**config.mk**
```make
export PLATFORM = sky130hd
export DESIGN_NAME = opstk_top
export DESIGN_NICKNAME = d
export VERILOG_FILES = /design/src/rtl/opstk_pkg.sv /design/src/rtl/opstk_plan.sv /design/src/rtl/opstk_ptr.sv /design/src/rtl/opstk_top.sv
export SDC_FILE = /design/constraint.sdc
export NUM_CORES = 1
export LEC_CHECK = 0
export BUFFER_PORTS_ARGS = -buffer_cell sky130_fd_sc_hd__buf_2
export CORE_MARGIN = 5
export CORE_UTILIZATION = 51
export CTS_CLUSTER_DIAMETER = 30
export CTS_CLUSTER_SIZE = 24
export DETAILED_ROUTE_END_ITERATION = 8
export GPL_ROUTABILITY_DRIVEN = 0
export PLACE_DENSITY = 0.91
export SYNTH_ARGS = -nofsm -noshare
export SYNTH_HDL_FRONTEND = slang
export SYNTH_SLANG_ARGS = --single-unit
```
**constraint.sdc**
```tcl
create_clock -name clk -period 4.25 [get_ports clk]
set_input_delay 0.425 -clock clk [delete_from_list [all_inputs] [get_ports clk]]
set_output_delay 0.425 -clock clk [all_outputs]
set_load 0.02 [all_outputs]
```
**src/rtl/opstk_pkg.sv**
```systemverilog
package opstk_pkg;

  typedef enum logic [1:0] {
    OP_PUSH   = 2'd0,
    OP_POP    = 2'd1,
    OP_UNARY  = 2'd2,
    OP_BINARY = 2'd3
  } stk_op_e;

  // operands an operation consumes from the stack
  function automatic logic [1:0] need_of(stk_op_e op);
    case (op)
      OP_POP, OP_UNARY: return 2'd1;
      OP_BINARY:        return 2'd2;
      default:          return 2'd0;
    endcase
  endfunction

  // entries held in the two register slots
  function automatic logic [1:0] held_of(logic af, logic bf);
    return {1'b0, af} + {1'b0, bf};
  endfunction

endpackage

```
**src/rtl/opstk_plan.sv**
```systemverilog
module opstk_plan
  import opstk_pkg::*;
#(
  parameter int AW = 6
) (
  input  logic [1:0]    op,
  input  logic          a_occ,
  input  logic          b_occ,
  input  logic [AW-1:0] sp,
  output logic          enough,
  output logic          short_o,
  output logic          fill_b,
  output logic          lift
);
  localparam int TW = AW + 1;

  logic [1:0]    need;
  logic [1:0]    held;
  logic [TW-1:0] total;

  always_comb begin
    need    = need_of(stk_op_e'(op));
    held    = held_of(a_occ, b_occ);
    total   = TW'(held) + TW'(sp);
    enough  = held >= need;
    short_o = total < TW'(need);
    // refill target: B once A holds the top, else A
    fill_b  = a_occ | b_occ;
    lift    = !a_occ && b_occ;
  end
endmodule

```
**src/rtl/opstk_ptr.sv**
```systemverilog
module opstk_ptr #(
  parameter int AW = 6
) (
  input  logic          clk,
  input  logic          rst_n,
  input  logic          inc,
  input  logic          dec,
  output logic [AW-1:0] sp
);
  always_ff @(posedge clk) begin
    if (!rst_n)   sp <= '0;
    else if (inc) sp <= sp + AW'(1);
    else if (dec) sp <= sp - AW'(1);
  end
endmodule

```
**src/rtl/opstk_top.sv**
```systemverilog
module opstk_top
  import opstk_pkg::*;
#(
  parameter int W  = 16,
  parameter int AW = 6
) (
  input  logic          clk,
  input  logic          rst_n,
  input  logic          cmd_valid,
  output logic          cmd_ready,
  input  logic [1:0]    cmd_op,
  input  logic [W-1:0]  cmd_data,
  output logic [W-1:0]  top_word,
  output logic [W-1:0]  next_word,
  output logic          a_full,
  output logic          b_full,
  output logic [AW-1:0] sp,
  output logic          mem_req,
  output logic          mem_we,
  output logic [AW-1:0] mem_addr,
  output logic [W-1:0]  mem_wdata,
  input  logic [W-1:0]  mem_rdata
);
  logic [W-1:0] reg_a, reg_b;
  logic         a_occ, b_occ;
  logic         filling, fill_to_b;
  logic         enough, short_c, fill_b, lift;
  stk_op_e      op;

  // named events
  logic idle, fire, push_fire, pop_fire, un_fire, bin_fire;
  logic spill, rd_issue, fill_done;

  assign op = stk_op_e'(cmd_op);

  opstk_plan #(.AW(AW)) u_plan (
    .op(cmd_op), .a_occ(a_occ), .b_occ(b_occ), .sp(sp),
    .enough(enough), .short_o(short_c), .fill_b(fill_b), .lift(lift)
  );

  opstk_ptr #(.AW(AW)) u_ptr (
    .clk(clk), .rst_n(rst_n), .inc(spill), .dec(fill_done), .sp(sp)
  );

  always_comb begin
    idle      = !filling;
    cmd_ready = idle && (op == OP_PUSH || enough || short_c);
    fire      = cmd_valid && cmd_ready;
    push_fire = fire && op == OP_PUSH;
    pop_fire  = fire && op == OP_POP    && !short_c;
    un_fire   = fire && op == OP_UNARY  && !short_c;
    bin_fire  = fire && op == OP_BINARY && !short_c;
    spill     = push_fire && a_occ && b_occ;
    rd_issue  = idle && cmd_valid && op != OP_PUSH && !enough && !short_c;
    fill_done = filling;
  end

  assign mem_req   = spill | rd_issue;
  assign mem_we    = spill;
  assign mem_addr  = spill ? sp + AW'(1) : sp;
  assign mem_wdata = reg_b;

  assign top_word  = a_occ ? reg_a : reg_b;
  assign next_word = reg_b;
  assign a_full    = a_occ;
  assign b_full    = b_occ;

  always_ff @(posedge clk) begin
    if (!rst_n) begin
      reg_a     <= '0;
      reg_b     <= '0;
      a_occ     <= 1'b0;
      b_occ     <= 1'b0;
      filling   <= 1'b0;
      fill_to_b <= 1'b0;
    end else if (fill_done) begin
      filling <= 1'b0;
      if (fill_to_b) begin
        reg_b <= mem_rdata;
        b_occ <= 1'b1;
      end else begin
        reg_a <= mem_rdata;
        a_occ <= 1'b1;
      end
    end else if (rd_issue) begin
      filling   <= 1'b1;
      fill_to_b <= fill_b;
      if (lift) begin
        reg_a <= reg_b;
        a_occ <= 1'b1;
        b_occ <= 1'b0;
      end
    end else if (push_fire) begin
      reg_a <= cmd_data;
      a_occ <= 1'b1;
      if (a_occ) begin
        reg_b <= reg_a;
        b_occ <= 1'b1;
      end
    end else if (pop_fire) begin
      if (a_occ) a_occ <= 1'b0;
      else       b_occ <= 1'b0;
    end else if (un_fire) begin
      if (a_occ) reg_a <= cmd_data;
      else       reg_b <= cmd_data;
    end else if (bin_fire) begin
      reg_b <= cmd_data;
      a_occ <= 1'b0;
    end
  end
endmodule

```
# --- Word-level counts from Yosys, hierarchy flattened ---
# Cells that the tools add are included.
op_classes:
  bitwise_logic: 4
  reduce_logical: 37
  addsub: 4
  n_eq_ne: 13
  mux: 38
  order_cmp: 2
op_table:
  columns: ["cell", "count"]
  rows:
  - ["16-bit 2-to-1 mux", 17]
  - ["6-bit 2-to-1 mux", 3]
  - ["1-bit 2-to-1 mux", 17]
  - ["1-bit logical AND", 16]
  - ["4-bit nonzero test", 4]
  - ["5-bit AND reduction", 3]
  - ["4-bit by 3-bit inequality test with 1-bit output (second input constant)", 2]
  - ["2-bit by 6-bit adder with 7-bit output", 1]
  - ["7-bit by 2-bit < comparator with 1-bit output", 1]
  - ["6-bit by 1-bit adder with 6-bit output (second input constant)", 1]
  - ["3-bit inequality test (second input constant)", 2]
  - ["6-bit by 1-bit subtractor with 6-bit output (second input constant)", 1]
  - ["5-bit by 4-bit inequality test with 1-bit output (second input constant)", 1]
  - ["5-bit nonzero test", 1]
  - ["2-bit equality test (second input constant)", 2]
  - ["1-bit zero test", 4]
  - ["2-bit inequality test (second input constant)", 2]
  - ["4-bit by 1-bit inequality test with 1-bit output (second input constant)", 1]
  - ["4-bit inequality test (second input constant)", 1]
  - ["2-bit one-hot mux with 2 select lines", 1]
  - ["4-bit AND reduction", 1]
  - ["2-bit nonzero test", 2]
  - ["2-bit OR reduction", 2]
  - ["1-bit by 1-bit adder with 2-bit output", 1]
  - ["other kinds (8)", 11]
word_totals:
  in_bits: 37
  output_inout_bits: 65
  wordCells: 105
  regBits: 42

# --- Logic depth before layout (Yosys ltp) ---
# Gate-level depths: netlist of the first run.
logic_depth:
  depth_word: 16
  depth_mapped: 15
  ltp_nobuf: 11

# --- Modules after synthesis ---
# A second synthesis of the first run with hierarchy kept.
hier_totals:
  cells_unflattened: 334
  hier_area_um2: 2997.9
modules_own_cells:
  columns: ["mod", "seq_area_each_um2", "cells_per_inst", "n_inst", "area_per_inst_um2"]
  rows:
  - ["opstk_top", 720.7, 261, 1, 2383.5]
  - ["opstk_ptr", 120.1, 46, 1, 406.6]
  - ["opstk_plan", 0.0, 27, 1, 207.7]

# --- Worst setup path after synthesis of the first run ---
# OpenSTA, ideal clock, no wires.
synth_path:
  path_type: "flip-flop to output port"
  from: "register a_occ, in the netlist a_full"
  to: "output port mem_req"
  arrival_time_ns: 3.710
  stages_incl_launch_ff: 14
  n_path_buf: 4
  setup_slack_ns: 0.115
  cell_sequence: "dfxtp_1 -> clkbuf_1 -> clkbuf_1 -> inv_1 -> ha_1 -> ha_1 -> ha_1 -> ha_1 -> or4_1 -> a311o_1 -> o211a_1 -> buf_2 -> clkbuf_1 -> or2_2"
synth_via:
  elab_chain_len: 10
synth_rtl:
  columns: ["item", "line", "source"]
  rows:
  - ["start, declared", "opstk_top.sv:25", "logic a_occ, b_occ;"]
  - ["start signal, assigned", "opstk_top.sv:72", "a_occ <= 1'b0;"]
  - ["start signal, assigned", "opstk_top.sv:83", "a_occ <= 1'b1;"]
  - ["start signal, assigned", "opstk_top.sv:90", "a_occ <= 1'b1;"]
  - ["1-bit by 1-bit adder with 2-bit output", "opstk_pkg.sv:21", "return {1'b0, af} + {1'b0, bf};"]
  - ["2-bit by 6-bit adder with 7-bit output / 2-bit >= comparator (equally long branches)", "opstk_plan.sv:24, opstk_plan.sv:25", null]
  - ["7-bit by 2-bit < comparator with 1-bit output / 1-bit logical OR (equally long branches)", "opstk_plan.sv:26, opstk_top.sv:47", null]
  - ["1-bit logical OR", "opstk_top.sv:47", "cmd_ready = idle && (op == OP_PUSH || enough || short_c);"]
  - ["1-bit logical AND", "opstk_top.sv:47", null]
  - ["1-bit logical AND", "opstk_top.sv:48", "fire = cmd_valid && cmd_ready;"]
  - ["1-bit logical AND", "opstk_top.sv:49", "push_fire = fire && op == OP_PUSH;"]
  - ["1-bit logical AND (2 in series)", "opstk_top.sv:53", "spill = push_fire && a_occ && b_occ;"]
  - ["1-bit bitwise OR (*)", "opstk_top.sv:58", "assign mem_req = spill | rd_issue;"]
  - ["end, declared", "opstk_top.sv:18", "output logic mem_req,"]
# Mark *: on every way between the ends. The rest lies on a longest branch, timed or not.

# --- Worst setup path in the final report of the first run ---
# Same ends and word-level chain as after synthesis.

==> run_results.csv, run 1 <==
group,metric,value,unit
outcome,status,"finished, final reports clean",
grt,gr-total-overflow,0,
drt,ant_nets,0,
final_layout,n_antenna_cell,0,
clocking,cts_resized,0,
logic_synthesis,seq_area_frac_synth,0.2756,
setup_path,crit_type,"register to output pin",
logic_synthesis,synthDistinctLibCells,51,
drt,drc_errors,0,
logic_synthesis,yosys-top-cells-area,"dfxtp_1 (28%), nand2_1 (6.8%), ha_1 (6.6%), mux2i_1 (5.9%), o211a_1 (5.9%)",
setup_path,reg2reg_slack,0.64,ns
sta,min_period,3.992,ns
sta,hold_violations,0,
sta,worst_slack,0.2577,ns
setup_path,start_kind,"register",
sta,worst_pin_slew,0.7219,ns
setup_path,crit_path_cell_trace,"inv_1, ha_1, ha_1, ha_1, ha_1, or4_1, a311o_1, o211a_1, buf_4, or2_2, buf_2",
worst_hold_path,hold_depth,3,
setup_path,crit_arrival,3.57,ns
power_and_ir_drop,finalPower,1.518,mW
sta,rsz0062_at_grt,"no",
sta,skew,0.007989,ns
clocking,insertion_delay,0.30,ns
worst_hold_path,min-delay-start,"cmd_data[15]",
clocking,clkTransAtPathRegs,0.09,ns
sta,finalCritPeriodShare,0.9394,
grt,grt_pass1_wl,12930,um
sta,setup_violations,0,
clocking,ctsLongestPathBuffers,2,
logic_synthesis,ys.flop_type,"dfxtp_1",
sta,whs,0.4267,ns
logic_synthesis,synth_top_area_share,0.2756,
setup_path,slowest_delay,0.42,ns
clocking,h-tree-depth,2,
job,drv_cap,0,
power_and_ir_drop,ir_drop,242.9,uV
placed_design,hpwl,5543,um
placed_design,dp_slack,0.5825,ns
setup_path,critical_path_required,3.83,ns
floorplanning,dieArea,0.007628,sq mm
final_layout,area_growth,16.37,%
setup_path,r2r_start,"a_full$_SDFFE_PN0P_",
setup_path,critical_path.endpoint_type,"output pin",
logic_synthesis,ys_ff_latch,42,
logic_synthesis,synthTopCellsByCount,"nand2_1 (55), dfxtp_1 (42), buf_4 (18), mux2i_1 (18), o211a_1 (18)",
drt,wl,7763,um
clocking,cts_tree,"built",
floorplanning,row_count,28,
setup_path,r2r-end,"mem_wdata[15]$_SDFFE_PN0P_",
floorplanning,die_x,87.34,um
floorplanning,design.core.area,0.005886,sq mm
logic_synthesis,synth.net_count,398,
setup_path,path_max_fanout,25,
sta,setup-tns-final,0,ns
power_and_ir_drop,power_density,427.6,mW/mm^2
power_and_ir_drop,p_leak,1.805,nW
logic_synthesis,avgSynthCellArea,8.842,sq um
grt,grt_pass1_vias,2837,
setup_path,cp_slowest_cell,"dfxtp_1",
worst_hold_path,whs_endpoint,"reg_a[15]$_SDFFE_PN0P_",
clocking,hold_buffers,0,
grt,grt_max_degree,43,
logic_synthesis,synth-edff-count,0,
grt,track_usage,0.2068,
sta,relSlewSlack,0.5158,
sta,max_freq,250.5,MHz
logic_synthesis,yosysWarnings,0,
floorplanning,die_y,87.34,um
drt,drt_iter0_markers,193,
grt,antenna_found_initial,0,
final_layout,finalNetCount,465,
worst_hold_path,min_path_type,"primary input to register",
drt,wire_per_inst,15.91,um
clocking,post_cts_buffers,0,
drt,vias,2934,
clocking,cts_root_buf,"clkbuf_8",
clocking,cts_sinks,42,
final_layout,drive_gt1_frac,0.3390,
drt,vias_per_cell,6.012,
logic_synthesis,synth_most_common_cell,"nand2_1",
logic_synthesis,postSynthCellCount,345,
logic_synthesis,async_reset_ff_frac,0,
setup_path,cp_common_cell,"ha_1",
logic_synthesis,yosys.area.top_type,"dfxtp_1",
floorplanning,pin_count,102,
clocking,numCtsBuffers,5,
logic_synthesis,netlist_area,0.003050,sq mm
setup_path,ff2ff_path_depth,12,
placed_design,port_buffers,101,
drt,dr.pass1.iters,5,
floorplanning,initial_core_util,0.5183,
sta,slew_violations,0,
[logic make-up after synthesis]
kind of cell,Yosys count,synth area share
and+or+nand+nor,89,0.1366
xor gates and xnor gates,11,0.03158
buffers and inverters,56,0.1066
AOI/OAI and AO/OA,97,0.2658
DFF,42,0.2756
adders and majority gates,16,0.06563
muxes,34,0.1181
[layer usage]
metal | vias up | share of wire | GRT usage
met4 | 0 | 0.019 | 0.08229
met5 | - | 0 | 0
met3 | 17 | 0.092 | 0.04636
met2 | 156 | 0.47 | 0.3390
li1 | 1379 | - | -
met1 | 1382 | 0.42 | 0.2616
[critical path, delay by kind of cell (launching register included)]
kind                     cells  cell delay [ns]
buffers and inverters        3             0.50
AO/OA/AOI/OAI                2             0.69
flip-flops                   1             0.42
adder cells (fa/ha/maj)      4             0.95
AND/OR/NAND/NOR              2             0.71
[flip-flops by register name, indices dropped and copies added (netlist names)]
name       count
mem_wdata     16
reg_a         16
u_ptr.sp       6
a_full         1
b_full         1
fill_done      1
fill_to_b      1
[worst max-delay path by stage]
stage | cells after the start | start | to
global route | 11 | a_full$_SDFFE_PN0P_ | mem_req
CTS | 11 | a_full$_SDFFE_PN0P_ | mem_req
finish | 11 | a_full$_SDFFE_PN0P_ | mem_req
detailed placement | 11 | a_full$_SDFFE_PN0P_ | mem_req
global placement | 11 | a_full$_SDFFE_PN0P_ | mem_req
floorplan | 13 | a_full$_SDFFE_PN0P_ | mem_req
[final cells by class]
cell class                      count  area, sq um
Timing Repair Buffer              106        555.5
Fill cell                         509         2336
Inverter                           10        37.54
Clock buffer                        5        68.82
Clock inverter                      3        68.82
Multi-Input combinational cell    247         1884
Tap cell                           75        93.84
Sequential cell                    42        840.8
[through the flow]
| step | utilization | instances | instance area (sq um) |
|---|---|---|---|
| floorplan | - | 345 | 3050 |
| global route | 0.6031 | 488 | 3550 |
| detailed placement | 0.5797 | 480 | 3412 |
| global placement | 0.5797 | 480 | 3412 |
| finish | 0.6031 | 488 | 3550 |
| CTS | 0.6031 | 488 | 3550 |
[report_power, final]
group          switching, mW  total [mW]  leakage, nW  internal (mW)
Combinational          0.377       0.620         1.39          0.243
Sequential            0.0640       0.515        0.344          0.451
Clock                  0.147       0.382       0.0683          0.235
Total                  0.588        1.52         1.81          0.930
[placed cells by master (no fill, tap or decap), types with 2 or more instances in the layout]
| master | n |
|---|---|
| clkbuf_8 | 5 |
| and2_1 | 7 |
| nand2b_1 | 3 |
| buf_2 | 101 |
| mux2_2 | 16 |
| xnor2_1 | 7 |
| xor2_1 | 4 |
| nor2_1 | 5 |
| ha_1 | 16 |
| a41oi_1 | 14 |
| a211o_1 | 2 |
| nor2b_1 | 5 |
| o21ai_0 | 3 |
| and3_1 | 2 |
| o31ai_1 | 2 |
| inv_1 | 10 |
| nand2_1 | 55 |
| a41oi_2 | 3 |
| bufinv_16 | 2 |
| mux2i_1 | 18 |
| o21ai_1 | 15 |
| o211ai_1 | 17 |
| buf_4 | 4 |
| nand3_1 | 2 |
| o211a_1 | 18 |
| a21oi_1 | 8 |
| dfxtp_1 | 42 |
| a211oi_1 | 2 |
| nand4_1 | 2 |
Power figures use the tool's default switching activity.
==> run 2, diff against run 1 <==
--- a/config.mk
+++ b/config.mk
@@ -13,6 +13,8 @@
 export DETAILED_ROUTE_END_ITERATION = 8
 export GPL_ROUTABILITY_DRIVEN = 0
 export PLACE_DENSITY = 0.91
+export REMOVE_ABC_BUFFERS = 1
+export SKIP_LAST_GASP = 1
 export SYNTH_ARGS = -nofsm -noshare
 export SYNTH_HDL_FRONTEND = slang
 export SYNTH_SLANG_ARGS = --single-unit
==> run 2 against run 1 <==
  * Critical path depth down 1
  * Die area unchanged
  * Fmax grew 0.85%
  * Worst setup slack gained 0.034 ns
  * Via count fell by 2.8%
  * Combinational power about the same
  * Cell count rose by 0.20%
  * Critical endpoint unchanged
==> run_results.csv, run 2 (synthesis gave the netlist of run 1 again) <==
group,metric,value,unit
drt,vias,2852,
grt,grt_max_degree,43,
clocking,insertion_delay,0.29,ns
clocking,cts_resized,0,
floorplanning,die_y,87.34,um
drt,vias_per_cell,5.832,
drt,dr.pass1.iters,4,
clocking,numCtsBuffers,5,
clocking,hold_buffers,0,
grt,grt_pass1_vias,2847,
drt,wire_per_inst,16.03,um
power_and_ir_drop,power_density,412.7,mW/mm^2
floorplanning,design.core.area,0.005886,sq mm
power_and_ir_drop,p_leak,1.790,nW
setup_path,crit_arrival,3.53,ns
setup_path,start_kind,"register",
sta,slew_violations,0,
drt,wl,7838,um
final_layout,drive_gt1_frac,0.3382,
floorplanning,initial_core_util,0.5183,
sta,setup_violations,0,
setup_path,critical_path_required,3.83,ns
clocking,cts_sinks,42,
sta,relSlewSlack,0.4369,
grt,antenna_found_initial,0,
job,drv_cap,0,
grt,gr-total-overflow,0,
grt,grt_pass1_wl,12710,um
setup_path,path_max_fanout,15,
outcome,status,"finished, final reports clean",
floorplanning,die_x,87.34,um
clocking,ctsLongestPathBuffers,2,
placed_design,hpwl,5552,um
placed_design,port_buffers,101,
setup_path,crit_type,"register to output pin",
worst_hold_path,min_path_type,"primary input to register",
setup_path,critical_path.endpoint_type,"output pin",
final_layout,area_growth,15.30,%
final_layout,final_common_cell,"buf_2",
power_and_ir_drop,ir_drop,267.9,uV
sta,finalCritPeriodShare,0.9314,
clocking,h-tree-depth,2,
final_layout,post-route-util,0.5976,
floorplanning,dieArea,0.007628,sq mm
clocking,cts_tree,"built",
placed_design,dp_slack,0.6163,ns
drt,drt_iter0_markers,211,
sta,max_freq,252.6,MHz
sta,min_period,3.959,ns
clocking,clkTransAtPathRegs,0.09,ns
drt,drc_errors,0,
grt,track_usage,0.2034,
sta,skew,0.008137,ns
final_layout,mostFrequentLayoutCells,"buf_2 (101), nand2_1 (55), dfxtp_1 (42)",
sta,hold_violations,0,
sta,rsz0062_at_grt,"no",
final_layout,finalNetCount,466,
clocking,cts_root_buf,"clkbuf_8",
sta,worst_slack,0.2915,ns
final_layout,n_antenna_cell,0,
floorplanning,pin_count,102,
floorplanning,row_count,28,
clocking,post_cts_buffers,0,
sta,worst_pin_slew,0.8434,ns
drt,ant_nets,0,
[run 2: worst max-delay path, stage by stage, from the launching register on]
cell and delay, ns:
dfxtp_1 0.41, inv_1 0.10, ha_1 0.33, ha_1 0.21
ha_1 0.28, ha_1 0.17, or4_1 0.40, a311o_1 0.39
o211a_1 0.44, or2_2 0.37, buf_2 0.16
[run 2: worst paths after layout]
kind	startpoint	end	slack, ns	depth (start not counted)
worst max register to register	a_full$_SDFFE_PN0P_	mem_wdata[9]$_SDFFE_PN0P_	0.64	12
worst max-delay path	a_full$_SDFFE_PN0P_	mem_req	0.29	10
worst min-delay path	mem_rdata[6]	reg_a[6]$_SDFFE_PN0P_	0.43	3
worst min register to register	reg_a[8]$_SDFFE_PN0P_	reg_a[8]$_SDFFE_PN0P_	0.53	2
[run 2: final cells by class]
type,count,area (sq um)
clock buffers,6,72.57
clock inverters,2,37.54
fillers,531,2369
inverters,10,37.54
multi-input cells,247,1884
flip-flops and latches,42,840.8
well taps,75,93.84
repair buffers,107,550.5
[run 2: power breakdown]
group | switching (mW) | internal (mW) | leakage [nW]
Sequential | 0.0625 | 0.451 | 0.344
Clock | 0.144 | 0.175 | 0.0514
Combinational | 0.376 | 0.242 | 1.39
Total | 0.583 | 0.869 | 1.79
[run 2: routing by layer]
layer / wire length (um) / part of all wire / up-vias / track usage
li1: - / - / 1375 / -
met1: 3291 / 0.42 / 1379 / 0.2331
met2: 3953 / 0.50 / 90 / 0.3747
met3: 521 / 0.066 / 8 / 0.04352
met4: 72 / 0.0092 / 0 / 0.05858
met5: 0 / 0 / - / 0
[run 2: per-stage QoR]
step	setup TNS [ns]	std cells	area (sq um)	hold slack [ns]	power, mW
2_1_floorplan	-3.152	299	2763	0.4926	0.9292
3_3_place_gp	0	481	3407	0.5080	1.118
3_5_place_dp	0	481	3407	0.5196	1.140
4_1_cts	0	489	3517	0.4233	1.459
5_1_grt	0	489	3517	0.4213	1.536
6_report	0	489	3517	0.4276	1.451
==> run 3, diff against run 2 <==
--- a/config.mk
+++ b/config.mk
@@ -12,7 +12,7 @@
 export CTS_CLUSTER_SIZE = 24
 export DETAILED_ROUTE_END_ITERATION = 8
 export GPL_ROUTABILITY_DRIVEN = 0
-export PLACE_DENSITY = 0.91
+export PLACE_DENSITY_LB_ADDON = 0.12
 export REMOVE_ABC_BUFFERS = 1
 export SKIP_LAST_GASP = 1
 export SYNTH_ARGS = -nofsm -noshare
==> run 3 against run 2 <==
  * Non-clock buffer count stayed put
  * Hold slack gained 0.0063 ns
  * Sequential share of layout area barely moved
  * Critical path type unchanged
==> run_results.csv, run 3 (synthesis gave the netlist of run 1 again) <==
group,metric,value,unit
power_and_ir_drop,power_density,412.2,mW/mm^2
power_and_ir_drop,p_sw_frac,0.3931,
setup_path,start_kind,"register",
power_and_ir_drop,ir_drop,210.2,uV
clocking,cts_root_buf,"clkbuf_8",
final_layout,area_growth,15.38,%
sta,slew_violations,0,
floorplanning,pin_count,102,
placed_design,postPlaceCellArea,0.003407,sq mm
setup_path,path_max_fanout,25,
sta,finalCritPeriodShare,0.9281,
drt,wire_per_inst,15.77,um
clocking,numCtsBuffers,5,
sta,setup-tns-final,0,ns
setup_path,critical_path_required,3.83,ns
worst_hold_path,whs_endpoint,"reg_a[11]$_SDFFE_PN0P_",
drt,dr.pass1.iters,4,
clocking,cts_tree,"built",
clocking,cts_sinks,42,
worst_hold_path,min-delay-start,"cmd_data[11]",
power_and_ir_drop,p_leak,1.796,nW
setup_path,crit_type,"register to output pin",
setup_path,slowest_delay,0.45,ns
final_layout,final_common_cell,"buf_2",
drt,wl,7695,um
clocking,h-tree-depth,2,
sta,whs,0.4339,ns
setup_path,ff2ff_path_depth,12,
sta,worst_pin_slew,0.7934,ns
drt,ant_nets,0,
sta,rsz0062_at_grt,"no",
worst_hold_path,hold_depth,3,
grt,grt_max_degree,46,
drt,drc_errors,0,
grt,grt_pass1_wl,12970,um
setup_path,critical_path.endpoint_type,"output pin",
sta,max_freq,253.5,MHz
grt,track_usage,0.2104,
final_layout,mostFrequentLayoutCells,"buf_2 (101), nand2_1 (55), dfxtp_1 (42)",
drt,drt_iter0_markers,84,
final_layout,n_antenna_cell,0,
floorplanning,die_y,87.34,um
sta,relSlewSlack,0.4679,
setup_path,critical-path-top-delay-family,"adder cells",
clocking,clkTransAtPathRegs,0.08,ns
floorplanning,design.core.area,0.005886,sq mm
clocking,hold_buffers,0,
final_layout,fin_area,0.003520,sq mm
setup_path,crit_path_cell_trace,"inv_1, ha_1, ha_1, ha_1, ha_1, or4_1, a311o_1, o211a_1, buf_4, or2_2, buf_2",
drt,vias_per_cell,5.785,
placed_design,port_buffers,101,
setup_path,crit_arrival,3.52,ns
placed_design,dp_slack,0.6066,ns
clocking,ctsLongestPathBuffers,2,
sta,min_period,3.944,ns
setup_path,r2r-end,"mem_wdata[12]$_SDFFE_PN0P_",
placed_design,hpwl,5322,um
drt,vias,2823,
floorplanning,die_x,87.34,um
grt,antenna_found_initial,0,
job,drv_cap,0,
setup_path,cp_common_cell,"ha_1",
sta,setup_violations,0,
floorplanning,initial_core_util,0.5183,
final_layout,finalNetCount,466,
grt,grt_pass1_vias,2824,
final_layout,fillCellCount,553,
floorplanning,row_count,28,
power_and_ir_drop,clockPowerShare,0.224,
power_and_ir_drop,p_int,0.8805,mW
setup_path,cp_slowest_cell,"dfxtp_1",
sta,hold_violations,0,
setup_path,r2r_start,"b_full$_SDFFE_PN0P_",
clocking,insertion_delay,0.29,ns
setup_path,reg2reg_slack,0.58,ns
sta,skew,0.005087,ns
power_and_ir_drop,power_frac_seq,0.351,
floorplanning,dieArea,0.007628,sq mm
clocking,post_cts_buffers,0,
worst_hold_path,min_path_type,"primary input to register",
sta,worst_slack,0.3056,ns
power_and_ir_drop,combPwrFrac,0.425,
grt,gr-total-overflow,0,
clocking,cts_resized,0,
outcome,status,"finished, final reports clean",
setup_path,cp_num_buf_inv,3,
power_and_ir_drop,power.switching,0.5703,mW
final_layout,drive_gt1_frac,0.3390,
-- run 3: stage by stage --
stage            util  total power [mW]  cells
6_report       0.5980             1.451    488
5_1_grt        0.5980             1.544    488
4_1_cts        0.5980             1.463    488
3_5_place_dp   0.5789             1.137    481
3_3_place_gp   0.5789             1.129    481
2_1_floorplan       -            0.9292    299
-- run 3: routing by layer --
metal,global-route usage,share of wire
met1,0.2514,0.45
met2,0.3740,0.48
met3,0.04257,0.058
met4,0.06695,0.015
met5,0,0
-- run 3: worst max-delay path by stage --
stage | startpoint | to | depth (start not counted)
after floorplan | a_full$_SDFFE_PN0P_ | mem_wdata[0]$_SDFFE_PN0P_ | 11
after global placement | b_full$_SDFFE_PN0P_ | mem_req | 11
after detailed placement | b_full$_SDFFE_PN0P_ | mem_wdata[12]$_SDFFE_PN0P_ | 12
after CTS | b_full$_SDFFE_PN0P_ | mem_req | 11
after global routing | a_full$_SDFFE_PN0P_ | mem_req | 11
final | b_full$_SDFFE_PN0P_ | mem_req | 11
-- run 3: tightest hold or removal path, cell delays in order --
cell and delay, ns:
buf_2 0.10, nand2_1 0.05, a41oi_1 0.10
-- run 3: area by class of cell --
class,instances,area [sq um],area share
Multi-Input combinational cell,247,1884,0.5354
Sequential cell,42,840.8,0.2389
Timing Repair Buffer,107,550.5,0.1564
Clock inverter,1,30.03,0.008532
Inverter,10,37.54,0.01066
Tap cell,75,93.84,0.02666
Clock buffer,6,82.58,0.02346
-- run 3: power by group through the flow --
| stage | combinational (mW) | clock, mW | sequential (mW) |
|---|---|---|---|
| floorplan | 0.332 | 0 | 0.597 |
| global placement | 0.612 | 0 | 0.517 |
| detailed placement | 0.618 | 0 | 0.518 |
| CTS | 0.620 | 0.333 | 0.510 |
| global route | 0.674 | 0.348 | 0.522 |
| finish | 0.616 | 0.325 | 0.510 |
